`src/rtl/eag_pkg.sv`:
```
package eag_pkg;
  typedef enum logic [3:0] {
    AM_REG    = 4'd0,
    AM_IMM    = 4'd1,
    AM_RIND   = 4'd2,
    AM_DISP   = 4'd3,
    AM_IDX    = 4'd4,
    AM_DIR    = 4'd5,
    AM_MIND   = 4'd6,
    AM_AINC   = 4'd7,
    AM_ADEC   = 4'd8,
    AM_SCALED = 4'd9
  } am_e;

  localparam logic [3:0] AM_LAST = 4'd9;
endpackage

```
`src/rtl/eag_scaler.sv`:
```
module eag_scaler #(
  parameter int AW  = 32,
  parameter int SCW = 2
) (
  input  logic [AW-1:0]  val,
  input  logic [SCW-1:0] code,
  output logic [AW-1:0]  shifted
);
  localparam int NS = 1 << SCW;

  logic [AW-1:0] cand [NS];

  // one pre-shifted copy per scale code, then a plain mux
  for (genvar g = 0; g < NS; g++) begin : g_shift
    assign cand[g] = val << g;
  end

  assign shifted = cand[code];
endmodule

```
`src/rtl/eag_addcalc.sv`:
```
module eag_addcalc
  import eag_pkg::*;
#(
  parameter int AW  = 32,
  parameter int DW  = 16,
  parameter int SCW = 2
) (
  input  logic [3:0]     mode,
  input  logic [AW-1:0]  base,
  input  logic [AW-1:0]  index,
  input  logic [SCW-1:0] scale,
  input  logic [DW-1:0]  disp,
  output logic [AW-1:0]  addr,
  output logic [AW-1:0]  wb_val,
  output logic           wb_en,
  output logic           known,
  output logic           is_mind
);
  localparam int XW = AW - DW;

  logic [AW-1:0] disp_x;
  logic [AW-1:0] idx_sh;
  logic [AW-1:0] step;
  logic [AW-1:0] t_base, t_idx, t_disp;

  assign disp_x = {{XW{disp[DW-1]}}, disp};

  eag_scaler #(.AW(AW), .SCW(SCW)) u_idx_scale (
    .val(index), .code(scale), .shifted(idx_sh)
  );

  eag_scaler #(.AW(AW), .SCW(SCW)) u_step (
    .val(AW'(1)), .code(scale), .shifted(step)
  );

  // every mode picks its three terms of base + index*S + disp
  always_comb begin
    t_base  = '0;
    t_idx   = '0;
    t_disp  = '0;
    wb_en   = 1'b0;
    wb_val  = base;
    known   = (mode <= AM_LAST);
    is_mind = 1'b0;
    case (mode)
      AM_REG:    t_base = base;
      AM_IMM:    t_disp = disp_x;
      AM_RIND:   t_base = base;
      AM_DISP:   begin t_base = base; t_disp = disp_x; end
      AM_IDX:    begin t_base = base; t_idx = index; end
      AM_DIR:    t_disp = disp_x;
      AM_MIND:   begin t_base = base; is_mind = 1'b1; end
      AM_AINC:   begin t_base = base; wb_en = 1'b1; wb_val = base + step; end
      AM_ADEC:   begin t_base = base - step; wb_en = 1'b1; wb_val = base - step; end
      AM_SCALED: begin t_base = base; t_idx = idx_sh; t_disp = disp_x; end
      default:   ;
    endcase
  end

  assign addr = t_base + t_idx + t_disp;
endmodule

```
`src/rtl/eag_indir.sv`:
```
module eag_indir #(
  parameter int AW = 32
) (
  input  logic          clk,
  input  logic          rst,
  input  logic          launch,
  input  logic [AW-1:0] ptr,
  input  logic          mem_ack,
  input  logic [AW-1:0] mem_rdata,
  output logic          mem_req,
  output logic [AW-1:0] mem_addr,
  output logic          got,
  output logic [AW-1:0] got_data
);
  typedef enum logic {ST_IDLE, ST_WAIT} st_e;
  st_e st;

  always_ff @(posedge clk) begin
    if (rst) begin
      st       <= ST_IDLE;
      mem_addr <= '0;
    end else begin
      case (st)
        ST_IDLE: if (launch) begin
          st       <= ST_WAIT;
          mem_addr <= ptr;
        end
        ST_WAIT: if (mem_ack) st <= ST_IDLE;
        default: st <= ST_IDLE;
      endcase
    end
  end

  assign mem_req  = (st == ST_WAIT);
  assign got      = mem_req && mem_ack;
  assign got_data = mem_rdata;

  // request held until acknowledged
  a_r9_req_held: assert property (@(posedge clk) disable iff (rst)
    mem_req && !mem_ack |=> mem_req);
  // address stable while waiting
  a_r9_addr_stable: assert property (@(posedge clk) disable iff (rst)
    mem_req && !mem_ack |=> $stable(mem_addr));
  // no new launch while a read is pending
  a_r10_no_relaunch: assert property (@(posedge clk) disable iff (rst)
    mem_req |-> !launch);
endmodule

```
`src/rtl/eag_top.sv`:
```
module eag_top
  import eag_pkg::*;
#(
  parameter int AW  = 32,
  parameter int DW  = 16,
  parameter int SCW = 2
) (
  input  logic           clk,
  input  logic           rst,
  input  logic           start,
  input  logic [3:0]     mode,
  input  logic [AW-1:0]  base_val,
  input  logic [AW-1:0]  index_val,
  input  logic [SCW-1:0] scale_code,
  input  logic [DW-1:0]  disp,
  output logic           busy,
  output logic           mem_req,
  output logic [AW-1:0]  mem_addr,
  input  logic           mem_ack,
  input  logic [AW-1:0]  mem_rdata,
  output logic           ea_valid,
  output logic [AW-1:0]  ea,
  output logic           wb_valid,
  output logic [AW-1:0]  wb_data
);
  logic [AW-1:0] c_addr, c_wb;
  logic          c_wb_en, c_known, c_mind;
  logic          accept, launch, got;
  logic [AW-1:0] got_data;

  eag_addcalc #(.AW(AW), .DW(DW), .SCW(SCW)) u_calc (
    .mode(mode), .base(base_val), .index(index_val), .scale(scale_code),
    .disp(disp), .addr(c_addr), .wb_val(c_wb), .wb_en(c_wb_en),
    .known(c_known), .is_mind(c_mind)
  );

  assign accept = start && !busy && c_known;
  assign launch = accept && c_mind;

  eag_indir #(.AW(AW)) u_indir (
    .clk(clk), .rst(rst), .launch(launch), .ptr(base_val),
    .mem_ack(mem_ack), .mem_rdata(mem_rdata), .mem_req(mem_req),
    .mem_addr(mem_addr), .got(got), .got_data(got_data)
  );

  assign busy = mem_req;

  always_ff @(posedge clk) begin
    if (rst) begin
      ea_valid <= 1'b0;
      wb_valid <= 1'b0;
      ea       <= '0;
      wb_data  <= '0;
    end else begin
      ea_valid <= 1'b0;
      wb_valid <= 1'b0;
      if (got) begin
        ea       <= got_data;
        ea_valid <= 1'b1;
      end else if (accept && !c_mind) begin
        ea       <= c_addr;
        ea_valid <= 1'b1;
        wb_valid <= c_wb_en;
        if (c_wb_en) wb_data <= c_wb;
      end
    end
  end

  // writeback only alongside a result
  a_r12_wb_with_ea: assert property (@(posedge clk) disable iff (rst)
    wb_valid |-> ea_valid);
  // no result while the indirect read is outstanding
  a_r9_quiet_wait: assert property (@(posedge clk) disable iff (rst)
    mem_req |-> !ea_valid);
  // acknowledged read yields a result next cycle
  a_r9_ack_result: assert property (@(posedge clk) disable iff (rst)
    mem_req && mem_ack |=> ea_valid && !mem_req);
  // undefined code never starts anything
  a_r11_undef_quiet: assert property (@(posedge clk) disable iff (rst)
    start && !busy && (mode > AM_LAST) |=> !ea_valid && !mem_req);
endmodule

```
`config.mk`:
```
export PLATFORM = sky130hd
export DESIGN_NAME = eag_top
export DESIGN_NICKNAME = d
export VERILOG_FILES = /design/src/rtl/eag_pkg.sv /design/src/rtl/eag_scaler.sv /design/src/rtl/eag_addcalc.sv /design/src/rtl/eag_indir.sv /design/src/rtl/eag_top.sv
export SDC_FILE = /design/constraint.sdc
export NUM_CORES = 1
export LEC_CHECK = 0
export ABC_AREA = 1
export BUFFER_PORTS_ARGS = -buffer_cell sky130_fd_sc_hd__buf_2
export CORE_ASPECT_RATIO = 0.9
export CORE_UTILIZATION = 50
export DETAILED_ROUTE_END_ITERATION = 6
export PLACE_DENSITY = 0.81
export SLEW_MARGIN = 10
export SYNTH_ARGS = -nofsm -noshare
export SYNTH_HDL_FRONTEND = slang
export SYNTH_SLANG_ARGS = --single-unit
```
`constraint.sdc`:
```
create_clock -name clk -period 4.85 [get_ports clk]
set_clock_uncertainty 0.05 [all_clocks]
set_input_delay 0.2425 -clock clk [delete_from_list [all_inputs] [get_ports clk]]
set_output_delay 0.2425 -clock clk [all_outputs]
set_load 0.01 [all_outputs]
```
==> results.json <==
{
  "status": "completed",
  "drive_above_1_share_pct": 17.8,
  "syn_area_per_cell_sq_um": 6.17,
  "final.setup.tns_ps": 0,
  "fin_cells": 2026,
  "hpwlAfterDp_microns": 28100,
  "remaining_drc_errors": 0,
  "worstHoldStart": "mem_rdata[4]",
  "gp_congestion": 0.984,
  "areaGrowthSynthToFinish_pct": 15.9,
  "fp.dieH_microns": 135,
  "period_share_pct": 90.4,
  "htreeDepth": 3,
  "synth.net_count": 1780,
  "drt_iter0_drc": 1067,
  "yosys.area.top_type": "dfxtp_1",
  "required_ps": 5090,
  "ir_worst_vdd_uv": 165,
  "cp-start-kind": "input port",
  "arrival_ps": 4620,
  "worstSetupPathType": "in -> reg",
  "die_w_microns": 149,
  "syn-cell-area_sq_um": 9790,
  "multi_input_area_sq_um": 6540,
  "root_buffer": "clkbuf_16",
  "core-area_sq_um": 19200,
  "rr_startpoint": "u_indir.mem_req",
  "maxCapViolCount": 0,
  "antenna_found_initial": 0,
  "io_pins": 222,
  "synthCells": 1586,
  "overflow": 0,
  "crit_top_cell": "nand2_1",
  "synth-seq-cells": 99,
  "crit_buf_inv": 6,
  "cp_slowest_stage_delay_ps": 490,
  "ff2ff_setup_slack_ps": 2150,
  "cts_resized": 0,
  "placement.io_buffers": 221,
  "tritoncts": "yes",
  "power.density_nw_per_um2": 210,
  "regArea_sq_um": 1980,
  "yosys_warnings": 0,
  "ys.flop_type": "dfxtp_1",
  "synth_area_leaders": "dfxtp_1 20%, nand2_1 12%, inv_1 8.9%",
  "nNetsFinal": 1965,
  "wl_per_cell_microns": 17.3,
  "whs_path_depth": 3,
  "worstRegToRegCells": 7,
  "grt_pass1_wl_microns": 54200,
  "n_fill_cell": 1941,
  "wl_microns": 35000,
  "insertion_delay_ps": 360,
  "clock_path_buffers": 2,
  "crit_slowest_cell": "fa_1",
  "ctsHoldBuffers": 0,
  "first_pass_iters": 5,
  "vias": 11449,
  "fmax_ghz": 0.228,
  "start_util_pct": 51.1,
  "fin_util_pct": 59.2,
  "grt_max_degree": 61,
  "postSynth.asyncResetShare_pct": 0,
  "yosysUniqueCellTypes": 49,
  "postRouteAntennaNets": 0,
  "worst_pin_slew_ps": 1230,
  "grt.total_usage_pct": 35.0,
  "num_antenna_cells": 0,
  "finalCriticalPeriod_ps": 4380,
  "vias_per_cell": 5.65,
  "slew_violations": 0,
  "synth_top_area_share_pct": 20.2,
  "slew_headroom_pct": 18.2,
  "clock-sinks": 99,
  "setup_viol": 0,
  "cpLargestDelayFamily": "adder cells",
  "timing_hold_violations_final": 0,
  "clk_pin_slew_ps": 80,
  "crit_fanout": 11,
  "rows": 48,
  "hold_class": "in -> reg",
  "endpoint_kind": "flip-flop",
  "dp_cells": 2010,
  "p_leak_uw": 0.00556,
  "synth_edf_count": 0,
  "grt_pass1_vias": 10479,
  "ys_seq_area_share_pct": 20.2,
  "design.die.area_sq_um": 20100,
  "worstHoldEndpoint": "ea[4]",
  "post_cts_buffers": 0,
  "regToRegEndpoint": "ea[1]",
  "cts_buffers": 9,
  "grt_setup_unrepaired": "false"
}
-- cells in the final DEF, fill, tap and decap left out, types with 3 or more instances in the layout --
cell type / count
nand2_1: 313
inv_1: 232
buf_2: 221
o21ai_0: 173
nor2_1: 158
a21oi_1: 122
nand3_1: 99
dfxtp_1: 99
ha_1: 38
fa_1: 34
a31oi_1: 30
o22ai_1: 24
nor3_1: 23
buf_4: 22
nand4_1: 19
o211ai_1: 18
inv_2: 16
nor2_2: 12
o21ai_1: 12
a22o_1: 11
xor2_1: 11
o21bai_1: 9
clkbuf_16: 9
xnor2_1: 8
nor4_1: 6
nor2_4: 5
nor3_2: 5
nand3_2: 5
nand2_2: 4
o21a_1: 4
o21ai_2: 3
clkinv_1: 3
a21boi_0: 3
-- cell type report --
cell class,instances,share of cell area (%)
multi-input cells,1167,57.6
repair buffers,243,11.2
inverters,251,8.30
clock inverters,7,0.706
well taps,250,2.76
clock buffers,9,1.98
flip-flops and latches,99,17.5
-- report_power, final --
group / leakage [uW] / switching (uW) / internal, uW
Combinational: 0.00461 / 502 / 252
Sequential: 0.000803 / 17.2 / 845
Clock: 0.000146 / 399 / 368
-- through the flow --
step	area (sq um)	total power [uW]	setup slack, ps	hold WS [ps]
after floorplan	9790	1360	550	336
after global placement	11000	1610	350	413
after detailed placement	11000	1620	208	425
after CTS	11300	2380	587	75.8
after global routing	11300	2510	115	94.5
final	11300	2380	468	74.6
-- how the worst max path moves through the flow --
stage	from	endpoint	slack [ps]	cells past startpoint
6_report	scale_code[0]	ea[18]	470	26
5_1_grt	scale_code[0]	ea[31]	110	24
4_1_cts	scale_code[0]	ea[18]	590	26
3_5_place_dp	scale_code[0]	ea[18]	210	26
3_3_place_gp	scale_code[0]	ea[24]	350	24
2_1_floorplan	scale_code[0]	ea[22]	550	28
-- synth_stat cells (all sizes together) (7+ instances only) --
cell type / count
xnor2: 8
fa: 34
o21bai: 9
a21oi: 125
ha: 38
nand3: 104
nor3: 29
nand4: 19
clkbuf: 35
nand2: 317
nor4: 7
dfxtp: 99
buf: 34
nor2: 175
o22ai: 24
inv: 249
a22o: 11
xor2: 11
o21ai: 188
a31oi: 30
o211ai: 18
-- logic make-up after synthesis --
logic type	synth area share [%]
simple gates	29.2
compound gates	24.1
buf+inv	13.0
flops	20.2
fa+ha+maj	11.8
xor+xnor	1.70
-- flip-flops by register name (all words and copies together), names as in the netlist --
name,cells
ea_valid,1
wb_data,32
wb_valid,1
u_indir.mem_req,1
ea,32
u_indir.mem_addr,32
-- worst reg2reg max path, delay by kind of cell (launching register included) --
kind	cells	cell delay [ps]
AND/OR/NAND/NOR	2	1140
buffers and inverters	2	460
flip-flops	1	510
AO/OA/AOI/OAI	3	420
-- layer usage --
layer,global-route usage (%),part of all wire [%]
met1,45.3,42
met2,56.4,45
met3,6.05,8.7
met4,16.4,4.4
met5,0,0
Note: power is estimated with default switching activity, not from simulation.
